===== config.mk =====
export PLATFORM = sky130hd
export DESIGN_NAME = uart_rx_timeout
export DESIGN_NICKNAME = d
export VERILOG_FILES = /design/src/rtl/uart_rx_timeout_pkg.sv /design/src/rtl/rxto_window_calc.sv /design/src/rtl/rxto_tick_counter.sv /design/src/rtl/rxto_ctrl_fsm.sv /design/src/rtl/uart_rx_timeout.sv
export SDC_FILE = /design/constraint.sdc
export NUM_CORES = 1
export LEC_CHECK = 0
export BUFFER_PORTS_ARGS = -buffer_cell sky130_fd_sc_hd__buf_2
export CAP_MARGIN = 40
export CORE_MARGIN = 3
export CORE_UTILIZATION = 45
export CTS_CLUSTER_SIZE = 24
export DETAILED_ROUTE_END_ITERATION = 8
export SLEW_MARGIN = 20
export SYNTH_ARGS = -nofsm -noshare
export SYNTH_HDL_FRONTEND = slang
export SYNTH_HIERARCHICAL = 1
export SYNTH_SLANG_ARGS = --single-unit

===== constraint.sdc =====
create_clock -name clk -period 2.5 [get_ports clk]
set_input_delay 0.25 -clock clk [delete_from_list [all_inputs] [get_ports clk]]
set_output_delay 0.25 -clock clk [all_outputs]
set_load 0.05 [all_outputs]

===== src/rtl/uart_rx_timeout_pkg.sv =====
package uart_rx_timeout_pkg;

    typedef enum logic [1:0] {
        ST_IDLE    = 2'd0,
        ST_TIMING  = 2'd1,
        ST_PENDING = 2'd2
    } rxto_state_t;

endpackage


===== src/rtl/rxto_window_calc.sv =====
// Turns the programmed bit count into the window length in 16x ticks.
module rxto_window_calc #(
    parameter int BITS_W        = 4,
    parameter int MIN_BITS      = 7,
    parameter int MAX_BITS      = 12,
    parameter int TICKS_PER_BIT = 16,
    parameter int CHAR_WINDOW   = 4,
    parameter int LIM_W         = 10
) (
    input  logic [BITS_W-1:0] char_bits,
    output logic [LIM_W-1:0]  window_ticks
);
    localparam logic [BITS_W-1:0] MIN_B = BITS_W'(MIN_BITS);
    localparam logic [BITS_W-1:0] MAX_B = BITS_W'(MAX_BITS);
    localparam logic [LIM_W-1:0]  SCALE = LIM_W'(CHAR_WINDOW * TICKS_PER_BIT);

    logic [BITS_W-1:0] eff_bits;

    always_comb begin
        if (char_bits < MIN_B)      eff_bits = MIN_B;
        else if (char_bits > MAX_B) eff_bits = MAX_B;
        else                        eff_bits = char_bits;
    end

    assign window_ticks = LIM_W'(eff_bits) * SCALE;
endmodule


===== src/rtl/rxto_tick_counter.sv =====
// Counts baud ticks; reports the tick that completes the window.
module rxto_tick_counter #(
    parameter int LIM_W = 10
) (
    input  logic             clk,
    input  logic             rst_n,
    input  logic             clr,
    input  logic             tick,
    input  logic [LIM_W-1:0] window_ticks,
    output logic             window_done
);
    logic [LIM_W-1:0] cnt;
    logic [LIM_W:0]   cnt_inc;

    assign cnt_inc     = {1'b0, cnt} + {{LIM_W{1'b0}}, 1'b1};
    assign window_done = tick && !clr && (cnt_inc >= {1'b0, window_ticks});

    always_ff @(posedge clk or negedge rst_n) begin
        if (!rst_n)    cnt <= '0;
        else if (clr)  cnt <= '0;
        else if (tick) cnt <= cnt_inc[LIM_W-1:0];
    end

    // the count only moves on a tick
    a_r8_tick_only: assert property (@(posedge clk) disable iff (!rst_n)
        (!tick && !clr) |=> $stable(cnt));

    // a clear leaves the count at zero
    a_r4_clear_zero: assert property (@(posedge clk) disable iff (!rst_n)
        clr |=> (cnt == '0));
endmodule


===== src/rtl/rxto_ctrl_fsm.sv =====
module rxto_ctrl_fsm
    import uart_rx_timeout_pkg::*;
(
    input  logic clk,
    input  logic rst_n,
    input  logic active,
    input  logic rx_char,
    input  logic cpu_rd,
    input  logic window_done,
    output logic cnt_clr,
    output logic pending
);
    rxto_state_t state, state_nx;

    always_ff @(posedge clk or negedge rst_n) begin
        if (!rst_n) state <= ST_IDLE;
        else        state <= state_nx;
    end

    always_comb begin
        state_nx = state;
        unique case (state)
            ST_IDLE:    if (active) state_nx = ST_TIMING;                 // T_ARM
            ST_TIMING:  if (!active)          state_nx = ST_IDLE;        // T_DRAIN
                        else if (rx_char || cpu_rd) state_nx = ST_TIMING; // T_RESTART
                        else if (window_done) state_nx = ST_PENDING;     // T_EXPIRE
            ST_PENDING: if (!active)    state_nx = ST_IDLE;              // T_DRAIN
                        else if (cpu_rd) state_nx = ST_TIMING;           // T_SERVICE
            default:    state_nx = ST_IDLE;
        endcase
    end

    always_comb begin
        pending = (state == ST_PENDING);
        cnt_clr = (state != ST_TIMING) || !active || rx_char || cpu_rd;
    end

    // inactive FIFO drops the flag
    a_r1_drop_inactive: assert property (@(posedge clk) disable iff (!rst_n)
        !active |=> !pending);
    // read while pending clears the flag
    a_r6_read_clears: assert property (@(posedge clk) disable iff (!rst_n)
        (pending && cpu_rd) |=> !pending);
    // received character alone does not clear the flag
    a_r7_rx_keeps: assert property (@(posedge clk) disable iff (!rst_n)
        (pending && active && !cpu_rd) |=> pending);
    // the flag rises only on a completing tick
    a_r2_rise_on_done: assert property (@(posedge clk) disable iff (!rst_n)
        (!pending && (state_nx == ST_PENDING)) |-> window_done);
endmodule


===== src/rtl/uart_rx_timeout.sv =====
module uart_rx_timeout #(
    parameter int BITS_W        = 4,
    parameter int MIN_BITS      = 7,
    parameter int MAX_BITS      = 12,
    parameter int TICKS_PER_BIT = 16,
    parameter int CHAR_WINDOW   = 4
) (
    input  logic              clk,
    input  logic              rst_n,
    input  logic              baud_tick16,
    input  logic [BITS_W-1:0] char_bits,
    input  logic              fifo_mode_en,
    input  logic              fifo_not_empty,
    input  logic              rx_char_done,
    input  logic              cpu_fifo_read,
    output logic              timeout_pending
);
    localparam int MAX_TICKS = CHAR_WINDOW * TICKS_PER_BIT * MAX_BITS;
    localparam int LIM_W     = $clog2(MAX_TICKS + 1);

    logic [LIM_W-1:0] window_ticks;
    logic             window_done;
    logic             cnt_clr;
    logic             active;

    assign active = fifo_mode_en && fifo_not_empty;

    rxto_window_calc #(
        .BITS_W(BITS_W), .MIN_BITS(MIN_BITS), .MAX_BITS(MAX_BITS),
        .TICKS_PER_BIT(TICKS_PER_BIT), .CHAR_WINDOW(CHAR_WINDOW), .LIM_W(LIM_W)
    ) u_calc (
        .char_bits(char_bits),
        .window_ticks(window_ticks)
    );

    rxto_tick_counter #(.LIM_W(LIM_W)) u_cnt (
        .clk(clk), .rst_n(rst_n), .clr(cnt_clr), .tick(baud_tick16),
        .window_ticks(window_ticks), .window_done(window_done)
    );

    rxto_ctrl_fsm u_fsm (
        .clk(clk), .rst_n(rst_n), .active(active), .rx_char(rx_char_done),
        .cpu_rd(cpu_fifo_read), .window_done(window_done),
        .cnt_clr(cnt_clr), .pending(timeout_pending)
    );

    // flag is never raised straight out of an inactive FIFO
    a_r9_no_direct_flag: assert property (@(posedge clk) disable iff (!rst_n)
        (!timeout_pending && !active) |=> !timeout_pending);
endmodule


## Word level (Yosys, flattened, before mapping)

Index checks and enable logic that the tools add are counted.

- Flip-flop bits (word level): 12
- Logic and storage cells: 35

- Add/sub/neg operators: 1
- Magnitude comparators: 3
- Equality and inequality tests: 6
- Mux-type cells: 11
- Reduce and logical (&&, ||, !) cells: 12

Operators by type and width:

| cell | count |
|---|---|
| 10-bit two-way mux | 2 |
| 2-bit two-way mux | 6 |
| 10-bit by 1-bit adder with 11-bit output, second input constant | 1 |
| 11-bit by 10-bit greater-or-equal comparator with 1-bit output | 1 |
| 4-bit two-way mux | 2 |
| 2-bit one-hot mux with 3 select lines | 1 |
| 4-bit greater-than comparator, second input constant | 1 |
| 1-bit logical OR | 4 |
| 4-bit by 3-bit less-than comparator with 1-bit output, second input constant | 1 |
| 2-bit by 1-bit != test with 1-bit output, second input constant | 2 |
| 4-bit != test, second input constant | 1 |
| 1-bit logical AND | 3 |
| 3-bit != test, second input constant | 1 |
| 3-bit AND reduction | 1 |
| 2-bit by 1-bit == test with 1-bit output, second input constant | 1 |
| 2-bit == test, second input constant | 1 |
| 1-bit zero test | 2 |
| 2-bit zero test | 1 |
| 2-bit nonzero test | 1 |

## Longest topological paths before layout

- Word-level depth: 12
- Mapped depth: 12

## Modules after synthesis

Netlist, hierarchy kept.

Modules (own cells, without submodules):

| module | instances | cells each | area an instance (um^2) | sequential area each (um^2) |
|---|---|---|---|---|
| rxto_tick_counter | 1 | 102 | 854.6 | 250.2 |
| rxto_ctrl_fsm | 1 | 11 | 132.6 | 50.0 |
| rxto_window_calc | 1 | 13 | 76.3 | 0.0 |
| uart_rx_timeout | 1 | 1 | 6.3 | 0.0 |

## Least setup slack after synthesis

Ideal clock, no wire load.

- Kind: register to register
- Start point: register u_cnt.cnt[0]
- End point: register u_fsm.state[0]
- Library setup time: 0.111 ns
- Data arrival time: 2.183 ns
- Required time: 2.389 ns
- Slack: 0.205 ns
- Stages on the path, launching flop included: 12
- Buffers on the path: 0
- Period minus slack after synthesis: 2.295 ns
- Path through: dfrtp_1 -> ha_1 -> nand3_1 -> nor2_1 -> xor2_1 -> ha_1 -> a21o_1 -> a21oi_1 -> o21ai_0 -> o2bb2ai_1 -> and4bb_2 -> a2111oi_2

- Longest elaborated chain between the ends: 5

RTL lines:

| what | line | source |
|---|---|---|
| start, declared | rxto_tick_counter.sv:12 | `logic [LIM_W-1:0] cnt;` |
| start signal, assigned | rxto_tick_counter.sv:21 | `else if (tick) cnt <= cnt_inc[LIM_W-1:0];` |
| 10-bit by 1-bit adder with 11-bit output | rxto_tick_counter.sv:15 | `assign cnt_inc = {1'b0, cnt} + {{LIM_W{1'b0}}, 1'b1};` |
| 11-bit by 10-bit greater-or-equal comparator with 1-bit output | rxto_tick_counter.sv:16 | `assign window_done = tick && !clr && (cnt_inc >= {1'b0, window_ticks});` |
| 1-bit logical AND | rxto_tick_counter.sv:16 |  |
| named net window_done | uart_rx_timeout.sv:22 | `logic window_done;` |
| 4-bit != test (no line) | - |  |
| 3-bit AND reduction (no line) | - |  |
| end signal, assigned | rxto_ctrl_fsm.sv:17 | `else state <= state_nx;` |
| end, declared | rxto_ctrl_fsm.sv:13 | `rxto_state_t state, state_nx;` |

The timed path passes the listed nets, and every way through them passes these cells.
A chain may end at the register's enable or synchronous reset.

## Worst setup path in the final report

- Start point: register u_cnt.cnt[1]
- End point: register u_fsm.state[0]

The elaborated chain is that of the path after synthesis.

==> results.txt <==
Fmax -> 431 MHz
Slew Viols, Final -> 0
Cells along the critical path -> ha_2 > nand3_4 > nor2_4 > xor2_2 > ha_1 > a21o_1 > a21oi_2 > o21ai_1 > o2bb2ai_1 > and4bb_2 > a2111oi_4
Area after DPL -> 1140 µm²
Kind of critical path -> reg -> reg
Initial antenna violation count -> 0
Clock Pin Slew Worst Setup and Hold Paths -> 0.08 ns
Asr flop ratio synth -> 100%
CTS tree -> built
Post-Syn Instances -> 127
P_int -> 0.301 mW
RSZ-0062 raised after global routing -> no
Clock skew -> 0.000502 ns
Hold slack -> 0.313 ns
Synthesis Warnings -> 6
DRT iter0 DRCs -> 4
# clock sinks -> 12
Worst EP required -> 2.67 ns
Core Rows -> 17
CP startpoint kind -> register
Maximum VDD drop -> 296 µV
Setup TNS -> 0 ns
Final wirelength -> 2040 µm
Synth Register Bits -> 12
Slowest CP cell -> dfrtp_1
Synth top area cells -> dfrtp_1 28%, ha_1 13%, xor2_1 7.4%, buf_4 4.9%, xnor2_1 4.9%
Post-synth EDFFs -> 0
Crit-path max FO -> 3
H-tree depth -> 1
Max-cap check violation count -> 0
Worst-skew pair later-pin latency -> 0.27 ns
Type of the most critical hold path -> in -> reg
HPWL after DPL -> 1540 µm
Ports -> 12
Via count -> 823
Final Hold Viols -> 0
Fillers -> 212
Power density over cell area -> 314 nW/µm²
Initial Util -> 47.9%
Worst setup margin -> 0.181 ns
Top cell type's share of synthesized area -> 28.1%
Synth Flop Type -> dfrtp_1
Die height -> 54.8 µm
Total Nets Final -> 166
N_diodes -> 0
Mapped cell area -> 1070 µm²
Total chip power -> 0.393 mW
Layout cells sized above 1 -> 25.2%
Arrival time worst endpoint -> 2.49 ns
Crit. End Element -> register
Min Clock Period, post-route -> 2.32 ns
Vias in the first global route -> 716
Sequential share of the synthesized area -> 28.1%
Leakage -> 0.596 nW
RePlAce Congestion -> 0.787
Comb pwr share -> 10.0%
ANT nets after route -> 0
Drt wl/cell -> 11.9 µm
Pin count of the biggest net entering global routing -> 13
Top cell type by total area after synthesis -> dfrtp_1
Pre-antenna DRT Iters -> 4
Die area -> 3000 µm²
DRC viols -> 0
Core ar. -> 2230 µm²
Vias/cell -> 4.81
Area grow syn2layout -> 17.1%
Total Routing Usage GR -> 14.2%
CP max stage delay -> 0.40 ns
Global-route wire length before repair -> 3010 µm
Outcome -> complete, no violations
Switching power -> 0.0918 mW
Synth cell types -> 33
IO Port Bufs -> 11
Part of the power in registers -> 49.9%
Clock network fraction of total power -> 40.1%
GRT Residual Overflow -> 0
Die width -> 54.8 µm
Switching share of power -> 23.3%
Root buffer cell -> clkbuf_4
Max clock buf depth -> 2
Pre-CTS WS -> 0.124 ns
Finished Cell Area -> 1250 µm²
CTS Buf Count -> 3
# setup viols final -> 0
Period utilization -> 92.8%
Syn avg cell area -> 8.42 µm²
[sequential cells by signal, summed over array words and instances (netlist names)]
| register | count |
|---|---|
| u_cnt/cnt | 10 |
| u_fsm/state | 2 |
[synth_stat cells, drive strengths merged (2+ instances only)]
library cell  number
dfrtp             12
inv               12
ha                11
nor2              11
buf               10
nand2              9
xor2               9
a21oi              7
o21ai              7
xnor2              6
nand3              5
nand4              5
nor2b              3
and4               2
clkbuf             2
nand2b             2
or3                2
[final timing paths]
check / from / endpoint / slack, ns / cells past startpoint
setup / recovery: u_cnt/cnt[1]$_DFFE_PN0P_ / u_fsm/state[0]$_DFFE_PN0P_ / 0.18 / 11
hold reg to reg: u_fsm/state[1]$_DFFE_PN0P_ / u_fsm/state[0]$_DFFE_PN0P_ / 0.56 / 1
setup reg to reg: u_cnt/cnt[1]$_DFFE_PN0P_ / u_fsm/state[0]$_DFFE_PN0P_ / 0.18 / 11
max in group asynchronous: rst_n / u_cnt/cnt[5]$_DFFE_PN0P_ / 1.89 / 2
hold / removal: rx_char_done / u_fsm/state[1]$_DFFE_PN0P_ / 0.31 / 3
min in group asynchronous: rst_n / u_cnt/cnt[4]$_DFFE_PN0P_ / 0.37 / 2
[through the flow]
stage	utilization (%)	instances
2_1_floorplan	-	132
3_3_place_gp	51.1	164
3_5_place_dp	51.1	164
4_1_cts	53.2	169
5_1_grt	56.1	171
6_report	56.1	171
[power groups by stage]
stage	clock network (mW)	logic (mW)	registers (mW)
final	0.158	0.0392	0.196
after global routing	0.171	0.0444	0.196
after CTS	0.164	0.0380	0.196
after detailed placement	0	0.0367	0.200
after global placement	0	0.0356	0.200
after floorplan	0	0.0282	0.200
[routing by layer]
layer  part of all wire [%]  GRT usage, %
met3                    2.3          3.27
met2                     46          19.5
met1                     51          20.7
met4                   0.69          6.22
met5                      0             0
[timing repair]
action | in CTS | in global routing
hold endpoints to repair | 12 | 0
setup buffers | 0 | 2
setup endpoints to repair | 0 | 1
hold buffers | 1 | 0
resized for setup | 0 | 12
[cells by family after synthesis]
logic type,Yosys count,synth area share (%)
DFF,12,28.1
adders and majority gates,11,12.9
xor gates and xnor gates,15,12.3
other,1,0.351
buffers and inverters,24,11.2
muxes,1,0.936
AOI/OAI and AO/OA,18,10.4
and+or+nand+nor,45,23.9
[area by class of cell]
class                           instances  area (µm²)  share of cell area [%]
Clock buffer                            4        36.3                    2.90
Inverter                               12        45.0                    3.60
Multi-Input combinational cell         96         716                    57.1
Timing Repair Buffer                   19         118                    9.39
Sequential cell                        12         303                    24.2
Tap cell                               28        35.0                    2.80
[worst max-delay path, delay by kind of cell, from the launching register on]
| family | cells | cell delay [ns] |
|---|---|---|
| AO/OA/AOI/OAI | 5 | 0.69 |
| XOR/XNOR | 1 | 0.15 |
| adder cells (fa/ha/maj) | 2 | 0.49 |
| AND/OR/NAND/NOR | 3 | 0.49 |
| flip-flops | 1 | 0.40 |
[cells in the final DEF, fill, tap and decap left out, types with 2 or more instances in the layout]
cell type   n
a21oi_1     6
and4_2      2
buf_2      11
buf_4       7
clkbuf_4    3
conb_1      6
dfrtp_1    10
dfrtp_2     2
ha_1       10
inv_1      12
nand2_1     8
nand2b_1    2
nand3_1     4
nand4_1     5
nor2_1     10
nor2b_1     3
o21ai_0     4
o21ai_1     3
or3_1       2
xnor2_1     6
xor2_1      8
Power figures use the tool's default switching activity.
